`config.mk`:
```
export PLATFORM = sky130hd
export DESIGN_NAME = adpcm_nib_dec
export DESIGN_NICKNAME = d
export VERILOG_FILES = /design/src/rtl/adpcm_pkg.sv /design/src/rtl/adpcm_regs.sv /design/src/rtl/adpcm_core.sv /design/src/rtl/adpcm_timer.sv /design/src/rtl/adpcm_nib_dec.sv
export SDC_FILE = /design/constraint.sdc
export NUM_CORES = 1
export LEC_CHECK = 0
export ABC_AREA = 1
export BUFFER_PORTS_ARGS = -buffer_cell sky130_fd_sc_hd__buf_2
export CORE_MARGIN = 2
export CORE_UTILIZATION = 40
export CTS_CLUSTER_SIZE = 8
export DETAILED_ROUTE_END_ITERATION = 8
export PLACE_DENSITY = 0.59
export RECOVER_POWER = 100
export SYNTH_ARGS = -nofsm -noshare
export SYNTH_HDL_FRONTEND = slang
export SYNTH_SLANG_ARGS = --single-unit
```
`constraint.sdc`:
```
create_clock -name clk -period 2.15 [get_ports clk]
set_clock_uncertainty 0.1 [all_clocks]
set_input_delay 0.43 -clock clk [delete_from_list [all_inputs] [get_ports clk]]
set_output_delay 0.43 -clock clk [all_outputs]
set_load 0.05 [all_outputs]
```
`src/rtl/adpcm_pkg.sv`:
```
package adpcm_pkg;

  localparam int ACC_W  = 10;
  localparam int IDX_W  = 4;
  localparam int BYTE_W = 8;
  localparam int TMR_W  = 7;

  localparam logic [ACC_W-1:0] ACC_INIT = ACC_W'(1 << (ACC_W - 2));
  localparam int IDX_MAX = (1 << IDX_W) - 1;

  typedef enum logic [1:0] {
    REG_CTRL = 2'd0,
    REG_DATA = 2'd1,
    REG_PCM  = 2'd2,
    REG_NONE = 2'd3
  } reg_addr_e;

  // Step row for an index; magnitude 0 in the top byte, magnitude 7 in the bottom byte.
  function automatic logic [63:0] step_row(input logic [IDX_W-1:0] idx);
    logic [63:0] r;
    case (idx)
      4'd0:  r = {8'd0, 8'd0,  8'd1,  8'd2,  8'd3,  8'd5,   8'd7,   8'd10};
      4'd1:  r = {8'd0, 8'd1,  8'd2,  8'd3,  8'd4,  8'd6,   8'd8,   8'd13};
      4'd2:  r = {8'd0, 8'd1,  8'd2,  8'd4,  8'd5,  8'd7,   8'd10,  8'd15};
      4'd3:  r = {8'd0, 8'd1,  8'd3,  8'd4,  8'd6,  8'd9,   8'd13,  8'd19};
      4'd4:  r = {8'd0, 8'd2,  8'd3,  8'd5,  8'd8,  8'd11,  8'd15,  8'd23};
      4'd5:  r = {8'd0, 8'd2,  8'd4,  8'd7,  8'd10, 8'd14,  8'd19,  8'd29};
      4'd6:  r = {8'd0, 8'd3,  8'd5,  8'd8,  8'd12, 8'd16,  8'd22,  8'd33};
      4'd7:  r = {8'd1, 8'd4,  8'd7,  8'd10, 8'd15, 8'd20,  8'd29,  8'd43};
      4'd8:  r = {8'd1, 8'd4,  8'd8,  8'd13, 8'd18, 8'd25,  8'd35,  8'd53};
      4'd9:  r = {8'd1, 8'd6,  8'd10, 8'd16, 8'd22, 8'd31,  8'd43,  8'd64};
      4'd10: r = {8'd2, 8'd7,  8'd12, 8'd19, 8'd27, 8'd37,  8'd51,  8'd76};
      4'd11: r = {8'd2, 8'd9,  8'd16, 8'd24, 8'd34, 8'd46,  8'd64,  8'd96};
      4'd12: r = {8'd3, 8'd11, 8'd19, 8'd29, 8'd41, 8'd57,  8'd79,  8'd117};
      4'd13: r = {8'd4, 8'd13, 8'd24, 8'd36, 8'd50, 8'd69,  8'd96,  8'd143};
      4'd14: r = {8'd4, 8'd16, 8'd29, 8'd44, 8'd62, 8'd85,  8'd118, 8'd175};
      default: r = {8'd6, 8'd20, 8'd36, 8'd54, 8'd76, 8'd104, 8'd144, 8'd214};
    endcase
    return r;
  endfunction

endpackage

```
`src/rtl/adpcm_regs.sv`:
```
module adpcm_regs
  import adpcm_pkg::*;
(
  input  logic              clk,
  input  logic              rst_n,
  input  logic              bus_wr,
  input  logic              bus_rd,
  input  logic [1:0]        bus_addr,
  input  logic [BYTE_W-1:0] bus_wdata,
  input  logic [BYTE_W-1:0] pcm,
  output logic [BYTE_W-1:0] bus_rdata,
  output logic              eng_en,
  output logic              eng_clr,
  output logic              dec_go,
  output logic [TMR_W-1:0]  tmr_val
);

  logic [BYTE_W-1:0] ctrl_q, ctrl_n;
  logic [BYTE_W-1:0] data_q, data_n;
  logic              wr_ctrl, wr_data;

  assign wr_ctrl = bus_wr && (bus_addr == REG_CTRL);
  assign wr_data = bus_wr && (bus_addr == REG_DATA);

  always_comb begin
    ctrl_n = ctrl_q;
    data_n = data_q;
    if (wr_ctrl) ctrl_n = bus_wdata;
    if (wr_data) data_n = bus_wdata;
  end

  always_ff @(posedge clk or negedge rst_n) begin
    if (!rst_n) begin
      ctrl_q <= '0;
      data_q <= '0;
    end else begin
      if (wr_ctrl) ctrl_q <= ctrl_n;
      if (wr_data) data_q <= data_n;
    end
  end

  assign eng_en  = ctrl_q[BYTE_W-1];
  assign tmr_val = ctrl_q[TMR_W-1:0];
  // Engine reset only on an on-to-off transition of the enable bit.
  assign eng_clr = wr_ctrl && eng_en && !bus_wdata[BYTE_W-1];
  assign dec_go  = wr_data && eng_en;

  always_comb begin
    bus_rdata = '0;
    if (bus_rd) begin
      case (bus_addr)
        REG_CTRL: bus_rdata = ctrl_q;
        REG_DATA: bus_rdata = data_q;
        REG_PCM:  bus_rdata = pcm;
        default:  bus_rdata = '0;
      endcase
    end
  end

endmodule

```
`src/rtl/adpcm_core.sv`:
```
module adpcm_core
  import adpcm_pkg::*;
(
  input  logic              clk,
  input  logic              rst_n,
  input  logic              clr,
  input  logic              go,
  input  logic [BYTE_W-1:0] code_byte,
  output logic [ACC_W-1:0]  acc,
  output logic [IDX_W-1:0]  idx,
  output logic              phase,
  output logic [BYTE_W-1:0] pcm
);

  logic [ACC_W-1:0] acc_q, acc_n;
  logic [IDX_W-1:0] idx_q, idx_n;
  logic             ph_q, ph_n;
  logic             upd;

  logic [3:0]       nib;
  logic [2:0]       mag;
  logic [63:0]      row;
  logic [7:0]       diff;
  logic signed [IDX_W+1:0] idx_sum;
  logic signed [2:0]       idx_adj;

  assign upd = clr || go;
  assign nib = ph_q ? code_byte[3:0] : code_byte[7:4];
  assign mag = nib[2:0];
  assign row = step_row(idx_q);
  assign diff = row[63 - 8*mag -: 8];

  always_comb begin
    case (mag)
      3'd0, 3'd1: idx_adj = -3'sd1;
      3'd2, 3'd3: idx_adj = 3'sd0;
      3'd4:       idx_adj = 3'sd1;
      3'd5, 3'd6: idx_adj = 3'sd2;
      default:    idx_adj = 3'sd3;
    endcase
    idx_sum = $signed({2'b00, idx_q}) + (IDX_W+2)'(idx_adj);
  end

  always_comb begin
    acc_n = acc_q;
    idx_n = idx_q;
    ph_n  = ph_q;
    if (clr) begin
      acc_n = ACC_INIT;
      idx_n = '0;
      ph_n  = 1'b0;
    end else if (go) begin
      acc_n = nib[3] ? (acc_q - ACC_W'(diff)) : (acc_q + ACC_W'(diff));
      if (idx_sum < 0)
        idx_n = '0;
      else if (idx_sum > IDX_MAX)
        idx_n = IDX_W'(IDX_MAX);
      else
        idx_n = idx_sum[IDX_W-1:0];
      ph_n = !ph_q;
    end
  end

  always_ff @(posedge clk or negedge rst_n) begin
    if (!rst_n) begin
      acc_q <= ACC_INIT;
      idx_q <= '0;
      ph_q  <= 1'b0;
    end else if (upd) begin
      acc_q <= acc_n;
      idx_q <= idx_n;
      ph_q  <= ph_n;
    end
  end

  // Output-only saturation of the two upper accumulator bands.
  always_comb begin
    case (acc_q[ACC_W-1:ACC_W-2])
      2'b10:   pcm = '1;
      2'b11:   pcm = '0;
      default: pcm = acc_q[ACC_W-2:1];
    endcase
  end

  assign acc   = acc_q;
  assign idx   = idx_q;
  assign phase = ph_q;

endmodule

```
`src/rtl/adpcm_timer.sv`:
```
module adpcm_timer
  import adpcm_pkg::*;
(
  input  logic             clk,
  input  logic             rst_n,
  input  logic             en,
  input  logic             ce,
  input  logic [TMR_W-1:0] val,
  output logic             tick
);

  localparam int CNT_W = TMR_W + 1;

  logic [CNT_W-1:0] cnt_q, cnt_n, reload;
  logic             tick_q, tick_n;

  // (val + 1) * 2 enable pulses per period: count 2*val+1 down to 0.
  assign reload = {val, 1'b1};

  always_comb begin
    cnt_n  = cnt_q;
    tick_n = 1'b0;
    if (!en) begin
      cnt_n = reload;
    end else if (ce) begin
      if (cnt_q == '0) begin
        cnt_n  = reload;
        tick_n = 1'b1;
      end else begin
        cnt_n = cnt_q - 1'b1;
      end
    end
  end

  always_ff @(posedge clk or negedge rst_n) begin
    if (!rst_n) begin
      cnt_q  <= '0;
      tick_q <= 1'b0;
    end else begin
      cnt_q  <= cnt_n;
      tick_q <= tick_n;
    end
  end

  assign tick = tick_q;

endmodule

```
`src/rtl/adpcm_nib_dec.sv`:
```
module adpcm_nib_dec
  import adpcm_pkg::*;
(
  input  logic       clk,
  input  logic       rst_n,
  input  logic       cart_ce,
  input  logic       bus_wr,
  input  logic       bus_rd,
  input  logic [1:0] bus_addr,
  input  logic [7:0] bus_wdata,
  output logic [7:0] bus_rdata,
  output logic       timer_tick
);

  logic [1:0]       rst_sync_q;
  logic             rst_n_s;
  logic             eng_en, eng_clr, dec_go;
  logic [TMR_W-1:0] tmr_val;
  logic [ACC_W-1:0] acc_w;
  logic [IDX_W-1:0] idx_w;
  logic             phase_w;
  logic [7:0]       pcm_w;

  always_ff @(posedge clk or negedge rst_n) begin
    if (!rst_n) rst_sync_q <= 2'b00;
    else        rst_sync_q <= {rst_sync_q[0], 1'b1};
  end
  assign rst_n_s = rst_sync_q[1];

  adpcm_regs u_regs (
    .clk       (clk),
    .rst_n     (rst_n_s),
    .bus_wr    (bus_wr),
    .bus_rd    (bus_rd),
    .bus_addr  (bus_addr),
    .bus_wdata (bus_wdata),
    .pcm       (pcm_w),
    .bus_rdata (bus_rdata),
    .eng_en    (eng_en),
    .eng_clr   (eng_clr),
    .dec_go    (dec_go),
    .tmr_val   (tmr_val)
  );

  adpcm_core u_core (
    .clk       (clk),
    .rst_n     (rst_n_s),
    .clr       (eng_clr),
    .go        (dec_go),
    .code_byte (bus_wdata),
    .acc       (acc_w),
    .idx       (idx_w),
    .phase     (phase_w),
    .pcm       (pcm_w)
  );

  adpcm_timer u_timer (
    .clk   (clk),
    .rst_n (rst_n_s),
    .en    (eng_en),
    .ce    (cart_ce),
    .val   (tmr_val),
    .tick  (timer_tick)
  );

endmodule

```
# Word level (Yosys, flattened, before mapping)
# Memory sizes are Yosys's and may differ from the RTL's.
# Index checks and enable logic that the tools add are counted.
# op_classes
n_eq_ne	11
n_lt_le_gt_ge	2
n_mux	20
n_addsub	5
reduce_logical	16
shifts	1
# ops
cell	n
71-bit by 33-bit indexed part select with 8-bit output	1
8-bit 2-to-1 mux	4
10-bit 2-to-1 mux	3
8-bit one-hot mux with 3 select lines	1
4-bit 2-to-1 mux	5
8-bit one-hot mux with 2 select lines	1
3-bit one-hot mux with 4 select lines	1
10-bit by 8-bit adder with 10-bit output	1
10-bit by 8-bit subtractor with 10-bit output	1
3-bit equality test (second input constant)	3
8-bit logical NOT	1
8-bit by 1-bit subtractor with 8-bit output (second input constant)	1
6-bit by 6-bit subtractor with 7-bit output (first input constant)	1
5-bit by 3-bit adder with 6-bit output	1
2-bit equality test (second input constant)	3
3-bit by 2-bit equality test with 1-bit output (second input constant)	2
6-bit by 5-bit > comparator with 1-bit output (second input constant)	1
6-bit by 1-bit less-than comparator with 1-bit output (second input constant)	1
2-bit OR reduction	3
1-bit logical AND	5
1-bit 2-to-1 mux	5
3-bit by 1-bit equality test with 1-bit output (second input constant)	1
3-bit logical NOT	1
2-bit by 1-bit equality test with 1-bit output (second input constant)	1
other kinds (6)	7
# word_totals
inputBits	15
memories	1
word_cells	64
rom_bits	800
register_bits	42
out_inout_bits	9
# memory_table
name	depth	word_bits	read_ports	rd_clocked_by_memory_dff	write_ports	line_no	source
(no name shown)	16	50	1	0	0	adpcm_pkg.sv:21	case (idx)

# Logic depth before layout (Yosys ltp)
# Gate-level depths: netlist of the first run.
# logic_depth
ltp_word	10
depth_mapped	28
ltp_nobuf	28

# By module
# From an unflattened synthesis of the first run, not the netlist that was laid out.
# hier_totals
hier_cells	680
hier_area_um2	4406.7
# modules_own_cells
mod	seq_area_each_um2	n_inst	area_each_um2	cells_each
adpcm_core	376.6	1	2728.9	470
adpcm_regs	400.4	1	958.4	117
adpcm_timer	225.2	1	665.6	90
adpcm_nib_dec	50.0	1	53.8	3

# Worst setup path after synthesis of the first run
# OpenSTA, ideal clock, no wires.
# synth_timing
kind	flip-flop to flip-flop
startpoint	register u_core.idx_q[1] (netlist: u_core.idx[1])
endpoint	register u_core.acc_q[7] (netlist: u_core.acc[7])
stages_incl_launch_ff	27
path_buffers	0
setup_slack_ns	-1.421
setup_ns	0.129
t_required_ns	1.921
arrival_time_ns	3.342
path_cell_list	dfrtp_1 -> inv_1 -> ha_1 -> inv_1 -> nand2_1 -> o211ai_1 -> a21oi_1 -> nor2_1 -> nand2_1 -> nand2_2 -> inv_1 -> ha_1 -> nand2_1 -> nor2_1 -> nor2_1 -> xor2_1 -> ha_1 -> a21oi_1 -> o21ai_0 -> a21oi_1 -> inv_1 -> nand2_1 -> inv_1 -> o21ai_0 -> nand2_1 -> o21ai_0 -> o21ai_0
# synth_via
elab_chain_len	6
elab_cells_between_ends	7
classes_between	2 x add/sub; 1 x shift; 3 x mux; 1 x memory
# synth_lines
element	line_no	source
start, declared	adpcm_core.sv:16	logic [IDX_W-1:0] idx_q, idx_n;
start signal, assigned	adpcm_core.sv:71	idx_q <= idx_n;
memory 16 x 50 bit *	n/a	
71-bit by 33-bit indexed part select with 8-bit output *	adpcm_core.sv:31	assign diff = row[63 - 8*mag -: 8];
10-bit by 8-bit adder with 10-bit output or 10-bit by 8-bit subtractor with 10-bit output (tied branches)	adpcm_core.sv:53	acc_n = nib[3] ? (acc_q - ACC_W'(diff)) : (acc_q + ACC_W'(diff));
10-bit 2-to-1 mux *	adpcm_core.sv:53	
10-bit 2-to-1 mux *	adpcm_core.sv:52	end else if (go) begin
10-bit 2-to-1 mux *	adpcm_core.sv:48	if (clr) begin
end signal, assigned	adpcm_core.sv:70	acc_q <= acc_n;
end, declared	adpcm_core.sv:15	logic [ACC_W-1:0] acc_q, acc_n;
# Mark *: on every way between the ends. The rest lies on a longest branch, timed or not. The select of a mux whose other input is x is not followed.
# A chain may end at the register's enable or synchronous reset.

# Final worst setup path of the first run
# layout_timing
startpoint	register u_core.idx_q[1] (netlist: u_core.idx[1])
endpoint	register u_core.acc_q[9] (netlist: u_core.acc[9])
# The elaborated chain is that of the path after synthesis.

==> summary.txt, run 1 <==
Logic synthesis
  • Yosys warns: 0
  • Syn nets: 650
  • Async SR Flop Fraction: 1.000
  • Top_reg_cell synth: dfrtp_1
  • Yosys top cell area share: 0.2590
  • Unique masters post-synth: 41
  • Top post-synthesis cells by area: dfrtp_1 26%, nand2_1 17%, ha_1 8.2%, nand3_1 6.9%, inv_1 6.8%
  • Syn Inst Count: 607
  • Sequential area share after synthesis: 0.2656
  • Netlist Area Pre-Place: 0.003961 mm2
  • Synthesized flop and latch total: 42
  • Synth area leader: dfrtp_1
  • Number of synthesized flops with an enable pin: 0
  • Avg Inst Size Synth: 6.526 um2

Route
  • Vias per inst: 5.220
  • Detailed router's first-iteration violation count: 351
  • Final ANT Viol Nets: 0
  • DR vias: 4672
  • TritonRoute pass-1 iters: 5
  • # DRC: 0
  • Routed WL per cell: 14.70 um
  • WL final: 13.16 mm

Timing
  • Max Freq: 0.2813 GHz
  • Final period utilization: 1.653
  • Max-slew violation count: 0
  • Final min period: 3.555 ns
  • Slew margin rel.: 0.2963
  • RSZ-0062 raised after global routing: true
  • Setup WS post-layout: -1.405 ns
  • Hold Vio Cnt, Final: 0
  • Worst Tran Pin Value: 1.056 ns
  • Finish-stage setup viols: 22

Placed design
  • DP Wirelength: 9.898 mm
  • Port bufs: 23
  • RePlAce Congestion: 1.005
  • Pre-CTS setup slack: -1.411 ns
  • Placement Cell Area: 0.005081 mm2

Clock tree
  • CTS tree: yes
  • Num CTS Buffers: 5
  • Clock latency on the worst-skew pair: 0.30 ns
  • Clk sinks: 42
  • CTS Root Buffer Type: clkbuf_8
  • CTS clock-pin slew for the worst setup and hold paths: 0.10 ns
  • CTS H-tree depth: 2
  • Max clock buf depth: 2

Worst setup path
  • Worst Path Max Fanout: 5
  • Critical Path RT: 2.25 ns
  • Startpoint Class: register
  • Setup crit end kind: register
  • WS Path Type: reg2reg
  • CP Data Arrival Time: 3.65 ns

Floorplanning
  • I/O pin count: 24
  • Core ar.: 0.009684 mm2
  • Initial core utilization: 0.4090
  • FP Rows: 36
  • Die H: 103.5 um
  • Die width: 103.5 um
  • Die area: 0.01072 mm2

Final layout
  • Core Util, Final: 0.6089
  • Area of the multi-input gates: 0.002982 mm2
  • Fillcell total: 915
  • Area delta synth->final: 48.86%
  • Final-stage net count: 804
  • Sequential cell area: 0.001057 mm2
  • Fraction of layout cells with a size suffix above 1: 0.3819
  • Antenna Diode Count: 0
  • Finished Cell Area: 0.005897 mm2

GRT
  • Vias in the first global route: 4439
  • First-pass GRT wire length: 20.99 mm
  • Total grt overflow: 0
  • Largest net degree at the start of global routing: 41
  • Total GRT Usage: 0.2378
  • Antenna violations before repair: 0

Power
  • Power per Cell Area: 1816 mW/mm2
  • Leakage: 2.939 nW
  • Max VDD drop: 0.0008771 V

Outcome
  • Status: complete, but fails checks
  • Failing checks: negative setup slack

Run
  • Maxcap violations: 0

Hold path
  • Worst Hold Class: in2reg
-- Yosys cell counts (2+ instances only) --
cell and number:
inv_1 72, ha_1 26, o211ai_1 8, nand3_2 2
nor2_2 4, nand2_1 179, and2_1 2, a31oi_1 4
xor2_1 6, clkinv_1 2, nor3_1 3, fa_1 2
o21ai_1 4, dfrtp_1 41, clkbuf_1 3, buf_4 2
o21ai_0 49, nor2_1 50, buf_2 6, a211oi_1 2
nor2_4 2, a221oi_1 8, buf_6 4, nand2_4 4
nand3_1 55, nand2_2 7, inv_2 3, xnor2_1 4
o22ai_1 8, a21oi_1 34
-- cells in the final DEF, fill, tap and decap left out, drive strengths merged, types with 14 or more instances in the layout --
cell type / count
nand2: 190
buf: 153
inv: 76
nand3: 57
nor2: 57
o21ai: 54
dfrtp: 41
a21oi: 34
ha: 26
clkbuf: 14
-- worst paths after layout --
kind / cells past startpoint / to / slack (ns) / startpoint
min in group asynchronous: 2 / rst_sync_q[0] / 0.32 / rst_n
min: 3 / u_timer.tick / 0.26 / cart_ce
max reg2reg: 21 / u_core.acc[9] / -1.40 / u_core.idx[1]
max: 21 / u_core.acc[9] / -1.40 / u_core.idx[1]
min reg2reg: 0 / rst_sync_q[1] / 0.27 / rst_sync_q[0]
max in group asynchronous: 1 / u_core.idx[1] / 0.80 / rst_sync_q[1]
-- logic make-up after synthesis --
logic type / Yosys count / synth area share
fa+ha+maj: 28 / 0.09223
flops: 42 / 0.2656
compound gates: 122 / 0.1756
simple gates: 311 / 0.3411
xor+xnor: 10 / 0.02211
other cells: 1 / 0.0009467
buf+inv: 93 / 0.1023
-- metal layers --
layer	global-route usage	share of wire
met5	0	0
met4	0.05309	0.016
met3	0.03272	0.041
met2	0.4144	0.50
met1	0.3142	0.45
-- repair_timing --
item | CTS | global route
endpoints found under the setup margin | 22 | 22
hold endpoints to repair | 2 | 0
cloned | 0 | 1
gates resized for setup | 86 | 50
hold buffers | 1 | 0
setup buffers | 17 | 11
pin swaps | 24 | 55
-- worst max-delay path, stage by stage, from the launching register on --
cell and delay, ns:
dfrtp_2 0.47, buf_4 0.16, ha_2 0.20, nand2_2 0.09
buf_4 0.10, nand3_1 0.15, o211ai_1 0.28, nand2_1 0.14
buf_4 0.16, nand3_2 0.08, nor2_2 0.04, a21oi_1 0.16
xor2_1 0.27, ha_1 0.30, nand2_1 0.10, nor2_1 0.06
nand2_1 0.06, o211ai_1 0.08, a31oi_1 0.22, nand3_1 0.11
nand3_1 0.08, nand2_1 0.05
-- through the flow --
step                power (mW)  std cells  TNS [ns]  hold slack [ns]
detailed placement       8.350        859    -14.31           0.1179
global placement         8.272        859    -13.40           0.1150
CTS                      9.695        884    -13.27           0.2491
finish                   10.71        895    -14.46           0.2607
floorplan                5.667        607    -8.441          0.03441
global route             11.68        895    -18.32           0.2652
-- state kept, by name (all words and copies together) (netlist names) --
signal,count
u_timer.cnt_q,8
u_regs.data_q,8
u_core.idx,4
u_regs.ctrl_q,8
u_core.acc,10
u_timer.tick,1
u_core.phase,1
rst_sync_q,2
-- final cells by class --
type / instances / share of cell area
Inverter: 77 / 0.05071
Timing Repair Buffer: 163 / 0.2205
Clock buffer: 5 / 0.01167
Clock inverter: 3 / 0.004031
Tap cell: 133 / 0.02822
Sequential cell: 42 / 0.1793
Multi-Input combinational cell: 472 / 0.5056
-- report_power, final --
part,switching [mW],total (mW),internal [mW]
Clock,0.325,0.558,0.233
Combinational,4.66,8.87,4.21
Sequential,0.249,1.28,1.03
Total,5.24,10.7,5.47
Note: power is estimated with default switching activity, not from simulation.
==> run 2: changes to the inputs <==
--- a/config.mk
+++ b/config.mk
@@ -9,8 +9,9 @@
 export BUFFER_PORTS_ARGS = -buffer_cell sky130_fd_sc_hd__buf_2
 export CORE_MARGIN = 2
-export CORE_UTILIZATION = 40
+export CORE_UTILIZATION = 36
 export CTS_CLUSTER_SIZE = 8
 export DETAILED_ROUTE_END_ITERATION = 8
-export PLACE_DENSITY = 0.59
+export GPL_TIMING_DRIVEN = 0
+export PLACE_DENSITY = 0.55
 export RECOVER_POWER = 100
 export SYNTH_ARGS = -nofsm -noshare
==> constraint.sdc (replaced) <==
create_clock -name clk -period 2.15 [get_ports clk]
set_clock_uncertainty 0.1 [all_clocks]
set_input_delay 0.215 -clock clk [delete_from_list [all_inputs] [get_ports clk]]
set_output_delay 0.215 -clock clk [all_outputs]
set_load 0.05 [all_outputs]
==> run 2 against run 1 <==
The run still ends with negative setup slack left. Clock-buffer cell count unchanged. Maximum frequency fell by 1.5%. Global-route usage down 1.5 points. Sequential cell count is the same. Sequential power is essentially flat. Core utilization decreased by 14 points. Combinational power is 19% lower. Non-clock buffer count down 82. Via count is 4.9% lower. Total power is 16% lower. Critical endpoint is now u_core.acc[7]. Largest cell class unchanged. Highest routed layer unchanged.
==> summary.txt, run 2 (synthesis gave the netlist of run 1 again) <==
Hold path
  • Hold Crit Depth: 3
  • Worst Hold Class: in2reg

Final layout
  • Finished Cell Area: 0.005052 mm2
  • Final-stage net count: 722
  • Fillcell total: 1132
  • Sequential cell area: 0.001057 mm2
  • Fin cells: 820
  • Fraction of layout cells with a size suffix above 1: 0.2676
  • Antenna Diode Count: 0
  • Area of the multi-input gates: 0.002820 mm2
  • Most frequent cells in the layout: 160 x nand2_1, 61 x inv_1, 53 x nand3_1
  • Core Util, Final: 0.4681
  • Max reg flops: 10
  • Commonest non-fill, non-tap cell in the layout: nand2_1
  • Area delta synth->final: 27.54%

Route
  • Vias per inst: 5.417
  • # DRC: 0
  • Routed WL per cell: 16.09 um
  • Final ANT Viol Nets: 0
  • WL final: 13.20 mm
  • TritonRoute pass-1 iters: 5
  • Detailed router's first-iteration violation count: 378
  • DR vias: 4442

Timing
  • Max Freq: 0.2772 GHz
  • Setup WS post-layout: -1.457 ns
  • Slew margin rel.: 0.4199
  • Finish-stage setup viols: 14
  • Worst Tran Pin Value: 0.8702 ns
  • Hold slack: 0.07108 ns
  • Max-slew violation count: 0
  • RSZ-0062 raised after global routing: true
  • Final min period: 3.607 ns
  • Final period utilization: 1.678
  • Hold Vio Cnt, Final: 0

GRT
  • Largest net degree at the start of global routing: 22
  • Total GRT Usage: 0.2230
  • Total grt overflow: 0
  • Vias in the first global route: 4062
  • Antenna violations before repair: 0
  • First-pass GRT wire length: 20.62 mm

Placed design
  • Pre-CTS setup slack: -1.692 ns
  • DP Wirelength: 9.590 mm
  • Placement Cell Area: 0.004369 mm2
  • RePlAce Congestion: 0.9455
  • DP Cell Count: 771
  • Port bufs: 23

Clock tree
  • CTS tree: yes
  • Num CTS Buffers: 5
  • Clk sinks: 42
  • CTS clock-pin slew for the worst setup and hold paths: 0.09 ns
  • Max clock buf depth: 2
  • CTS H-tree depth: 2
  • CTS Root Buffer Type: clkbuf_8
  • Clock latency on the worst-skew pair: 0.30 ns

Power
  • Leakage: 2.484 nW
  • Net Sw Frac: 0.5374
  • Int Pwr: 4.176 mW
  • Power per Cell Area: 1787 mW/mm2
  • Part of the power in combinational logic: 0.798
  • Sequential share of power: 0.140
  • Max VDD drop: 0.0007616 V
  • Net Sw Power: 4.852 mW
  • Power share of the clock group: 0.061

Outcome
  • Failing checks: negative setup slack
  • Status: complete, but fails checks

Worst setup path
  • CP Data Arrival Time: 3.73 ns
  • Worst Path Max Fanout: 4
  • Startpoint Class: register
  • Setup crit end kind: register
  • Critical Path RT: 2.27 ns
  • WS Path Type: reg2reg
  • Reg2Reg Depth: 26

Floorplanning
  • Die width: 108.9 um
  • Die H: 108.9 um
  • Initial core utilization: 0.3670
  • Core ar.: 0.01079 mm2
  • I/O pin count: 24
  • Die area: 0.01186 mm2
  • FP Rows: 38

Run
  • Maxcap violations: 0
[run 2: path summary, 6_finish.rpt]
kind / start / endpoint / slack, ns
max: u_core.idx[0] / u_core.acc[7] / -1.46
min: cart_ce / u_timer.tick / 0.07
max reg2reg: u_core.idx[0] / u_core.acc[7] / -1.46
min reg2reg: rst_sync_q[1] / u_regs.ctrl_q[6] / 0.27
max in group asynchronous: rst_sync_q[1] / u_core.idx[3] / 0.59
min in group asynchronous: rst_n / rst_sync_q[0] / 0.11
[run 2: what timing repair did]
| item | 4_1_cts | 5_1_grt |
|---|---|---|
| pin swaps | 35 | 24 |
| setup buffers | 24 | 16 |
| gates resized for setup | 38 | 47 |
| hold buffers | 1 | 0 |
| hold endpoints to repair | 2 | 0 |
| endpoints found under the setup margin | 22 | 23 |
| cloned | 0 | 0 |
[run 2: power groups by stage]
stage,logic (mW),clock network (mW),registers (mW)
finish,7.21,0.553,1.27
global route,7.95,0.603,1.30
CTS,6.43,0.564,1.28
detailed placement,5.63,0,1.30
global placement,5.59,0,1.31
floorplan,4.44,0,1.22
[run 2: worst max-delay path: stages, from the launching register on]
cell and delay (ns):
dfrtp_2 0.46, ha_1 0.24, nand2_2 0.12, nand2_2 0.13
a21oi_1 0.18, nor2_1 0.07, nand2_1 0.09, nand2_1 0.07
nand2_2 0.09, nand2_4 0.08, ha_4 0.17, nand2_2 0.09
nor2_4 0.04, nor2_1 0.11, xor2_1 0.22, ha_1 0.30
a21oi_2 0.14, o21ai_2 0.07, a21oi_1 0.12, inv_1 0.06
nand2_1 0.07, inv_2 0.04, o21ai_1 0.12, nand2_1 0.09
a21oi_2 0.11, o21ai_1 0.07, o21ai_1 0.07
[run 2: per-stage QoR]
| step | power [mW] | setup TNS [ns] |
|---|---|---|
| after global placement | 6.896 | -14.98 |
| after global routing | 9.855 | -16.45 |
| final | 9.028 | -13.30 |
| after CTS | 8.273 | -11.95 |
| after detailed placement | 6.927 | -15.37 |
| after floorplan | 5.667 | -8.441 |
[run 2: area by class of cell]
| cell class | count | area share |
|---|---|---|
| clock buffer | 5 | 0.01362 |
| inverter | 77 | 0.06142 |
| multi-input combinational | 472 | 0.5582 |
| buffer | 16 | 0.02476 |
| clock inverter | 3 | 0.004953 |
| tap | 140 | 0.03467 |
| sequential | 42 | 0.2093 |
| timing repair buffer | 65 | 0.09312 |
[run 2: routing by layer]
layer	GRT usage	wire, um	vias to the layer above
li1	-	-	2135
met3	0.03646	1017	30
met1	0.3341	6191	2084
met2	0.3292	5700	193
met5	0	0	-
met4	0.05952	286	0
==> run 3: changes to the inputs <==
CORE_ASPECT_RATIO = 0.6   (was default)
==> run 3 against run 2 <==
The run still ends with negative setup slack left. Non-clock buffer count up 6. Sequential cell count did not move. Largest cell class unchanged. Worst hold slack worse by 0.060 ns. Critical endpoint is now u_core.acc[8].
==> summary.txt, run 3 (synthesis gave the netlist of run 1 again) <==
Route
  • Detailed router's first-iteration violation count: 463
  • Vias per inst: 5.373
  • Final ANT Viol Nets: 0
  • Routed WL per cell: 15.89 um
  • DR vias: 4438
  • TritonRoute pass-1 iters: 5
  • WL final: 13.13 mm
  • # DRC: 0

Final layout
  • Antenna Diode Count: 0
  • Most frequent cells in the layout: 153 x nand2_1, 60 x inv_1, 49 x nand3_1
  • Final-stage net count: 729
  • Commonest non-fill, non-tap cell in the layout: nand2_1
  • Area delta synth->final: 33.76%
  • Max reg flops: 10
  • Finished Cell Area: 0.005299 mm2
  • Fraction of layout cells with a size suffix above 1: 0.3100

Worst setup path
  • CP Data Arrival Time: 3.84 ns
  • Reg2Reg Depth: 23
  • CP cell instances: buf_4, a21oi_1, nand2_4, a21oi_4, nor2_1, nand2_1, nand2_2, buf_6, nand2_2, nor2_4, nor2_1, xor2_1, ha_1, a21oi_2, nand2_2, nand2_2, nand2_2, a21oi_2, o21ai_1, a21oi_1, xnor2_1, o22ai_1, inv_1
  • Cell family with most CP delay: compound AO/OA/AOI/OAI gates
  • Startpoint Class: register
  • FF-to-FF setup slack: -1.58 ns
  • WS Path Type: reg2reg
  • Worst Path Max Fanout: 10
  • Critical Path RT: 2.26 ns
  • Reg2reg end: u_core.acc[8]
  • Highest-delay cell along the critical path: dfrtp_2
  • Crit path top cell by count: nand2_2
  • Setup crit end kind: register
  • Worst Setup SP: u_core.idx[2]
  • Levels on crit path: 23
  • Worst path max stage delay: 0.46 ns
  • Reg-to-Reg Start: u_core.idx[2]
  • Crit path buffers/inverters: 3

Floorplanning
  • Core ar.: 0.01063 mm2
  • Die width: 139.4 um
  • I/O pin count: 24
  • FP Rows: 29
  • Die area: 0.01189 mm2
  • Die H: 85.26 um
  • Initial core utilization: 0.3726

Outcome
  • Failing checks: negative setup slack
  • Status: complete, but fails checks

Clock tree
  • Clock latency on the worst-skew pair: 0.29 ns
  • Num CTS Buffers: 5
  • Clk sinks: 42
  • CTS tree: yes
  • Max clock buf depth: 2
  • CTS H-tree depth: 2
  • CTS clock-pin slew for the worst setup and hold paths: 0.06 ns
  • CTS Root Buffer Type: clkbuf_16

Timing
  • Slew margin rel.: 0.5420
  • Max Freq: 0.2682 GHz
  • Final period utilization: 1.734
  • Max-slew violation count: 0
  • Worst Tran Pin Value: 0.6824 ns
  • RSZ-0062 raised after global routing: true
  • Setup WS post-layout: -1.578 ns
  • Final min period: 3.728 ns
  • Hold Vio Cnt, Final: 0
  • Hold slack: 0.01096 ns
  • Finish-stage setup viols: 14

Placed design
  • Placement Cell Area: 0.004360 mm2
  • Pre-CTS setup slack: -1.653 ns
  • RePlAce Congestion: 0.9838
  • DP Wirelength: 9.812 mm
  • Port bufs: 23

Hold path
  • Worst Hold Class: reg2async

GRT
  • Vias in the first global route: 3962
  • Total GRT Usage: 0.2157
  • First-pass GRT wire length: 20.45 mm
  • Antenna violations before repair: 0
  • Total grt overflow: 0
  • Largest net degree at the start of global routing: 34

Power
  • Power per Cell Area: 1853 mW/mm2
  • Max VDD drop: 0.001066 V
  • Leakage: 2.600 nW

Run
  • Maxcap violations: 0
==> run 3: changes by cell type in the layout (fill, tap and decap cells not counted), moves of 4 or more <==
cell | before | now
a221oi_1 | 8 | 2
a221oi_2 | 0 | 6
buf_4 | 37 | 43
buf_6 | 11 | 15
clkbuf_16 | 0 | 5
clkbuf_8 | 5 | 0
nand2_1 | 160 | 153
nand2_4 | 7 | 11
nand3_1 | 53 | 49
nand3_2 | 4 | 8
o21ai_0 | 40 | 35
o21ai_1 | 9 | 13
==> run 3: cell type report <==
type,count,area (um2)
Timing Repair Buffer,71,543.0
Buffer,16,127.6
Clock inverter,2,37.54
Tap cell,139,173.9
Inverter,77,315.3
Multi-Input combinational cell,473,2914
Sequential cell,42,1059
Clock buffer,6,128.9
Fill cell,1095,5333
==> run 3: routing by layer <==
metal	wire, um	track usage
met1	6552	0.3346
met2	5255	0.2995
met3	1216	0.06151
met4	104	0.03030
met5	0	0
==> run 3: timing repair <==
| item | in CTS | in global routing |
|---|---|---|
| resized for setup | 41 | 86 |
| hold buffers | 1 | 0 |
| endpoints found under the hold margin | 2 | 0 |
| setup buffers | 24 | 21 |
| pin swaps | 31 | 42 |
| gates cloned | 0 | 2 |
| endpoints found under the setup margin | 22 | 23 |
==> run 3: worst register-to-register path, cell delays in order, from the launching register on <==
cell and delay [ns]:
dfrtp_2 0.46, buf_4 0.22, a21oi_1 0.37, nand2_4 0.10
a21oi_4 0.19, nor2_1 0.07, nand2_1 0.07, nand2_2 0.10
buf_6 0.13, nand2_2 0.06, nor2_4 0.03, nor2_1 0.10
xor2_1 0.21, ha_1 0.31, a21oi_2 0.17, nand2_2 0.07
nand2_2 0.07, nand2_2 0.06, a21oi_2 0.15, o21ai_1 0.09
a21oi_1 0.20, xnor2_1 0.08, o22ai_1 0.16, inv_1 0.06
==> run 3: where the power goes <==
group | internal, mW | switching, mW
Clock | 0.549 | 0.319
Sequential | 1.04 | 0.270
Combinational | 3.17 | 4.48
==> run 3: through the flow <==
step	cells	TNS, ns	utilization	power (mW)
2_1_floorplan	607	-8.441	-	5.667
5_1_grt	826	-16.19	0.4984	10.66
6_report	826	-13.27	0.4984	9.818
4_1_cts	803	-12.23	0.4559	8.662
3_5_place_dp	770	-15.28	0.4101	6.919
3_3_place_gp	769	-15.52	0.4081	6.929
==> run 3: how the worst max path moves through the flow <==
stage                    endpoint  slack, ns
finish              u_core.acc[8]      -1.58
global placement    u_core.acc[7]      -1.68
CTS                 u_core.acc[7]      -1.45
detailed placement  u_core.acc[8]      -1.65
floorplan           u_core.acc[7]      -1.10
global route        u_core.acc[7]      -1.83
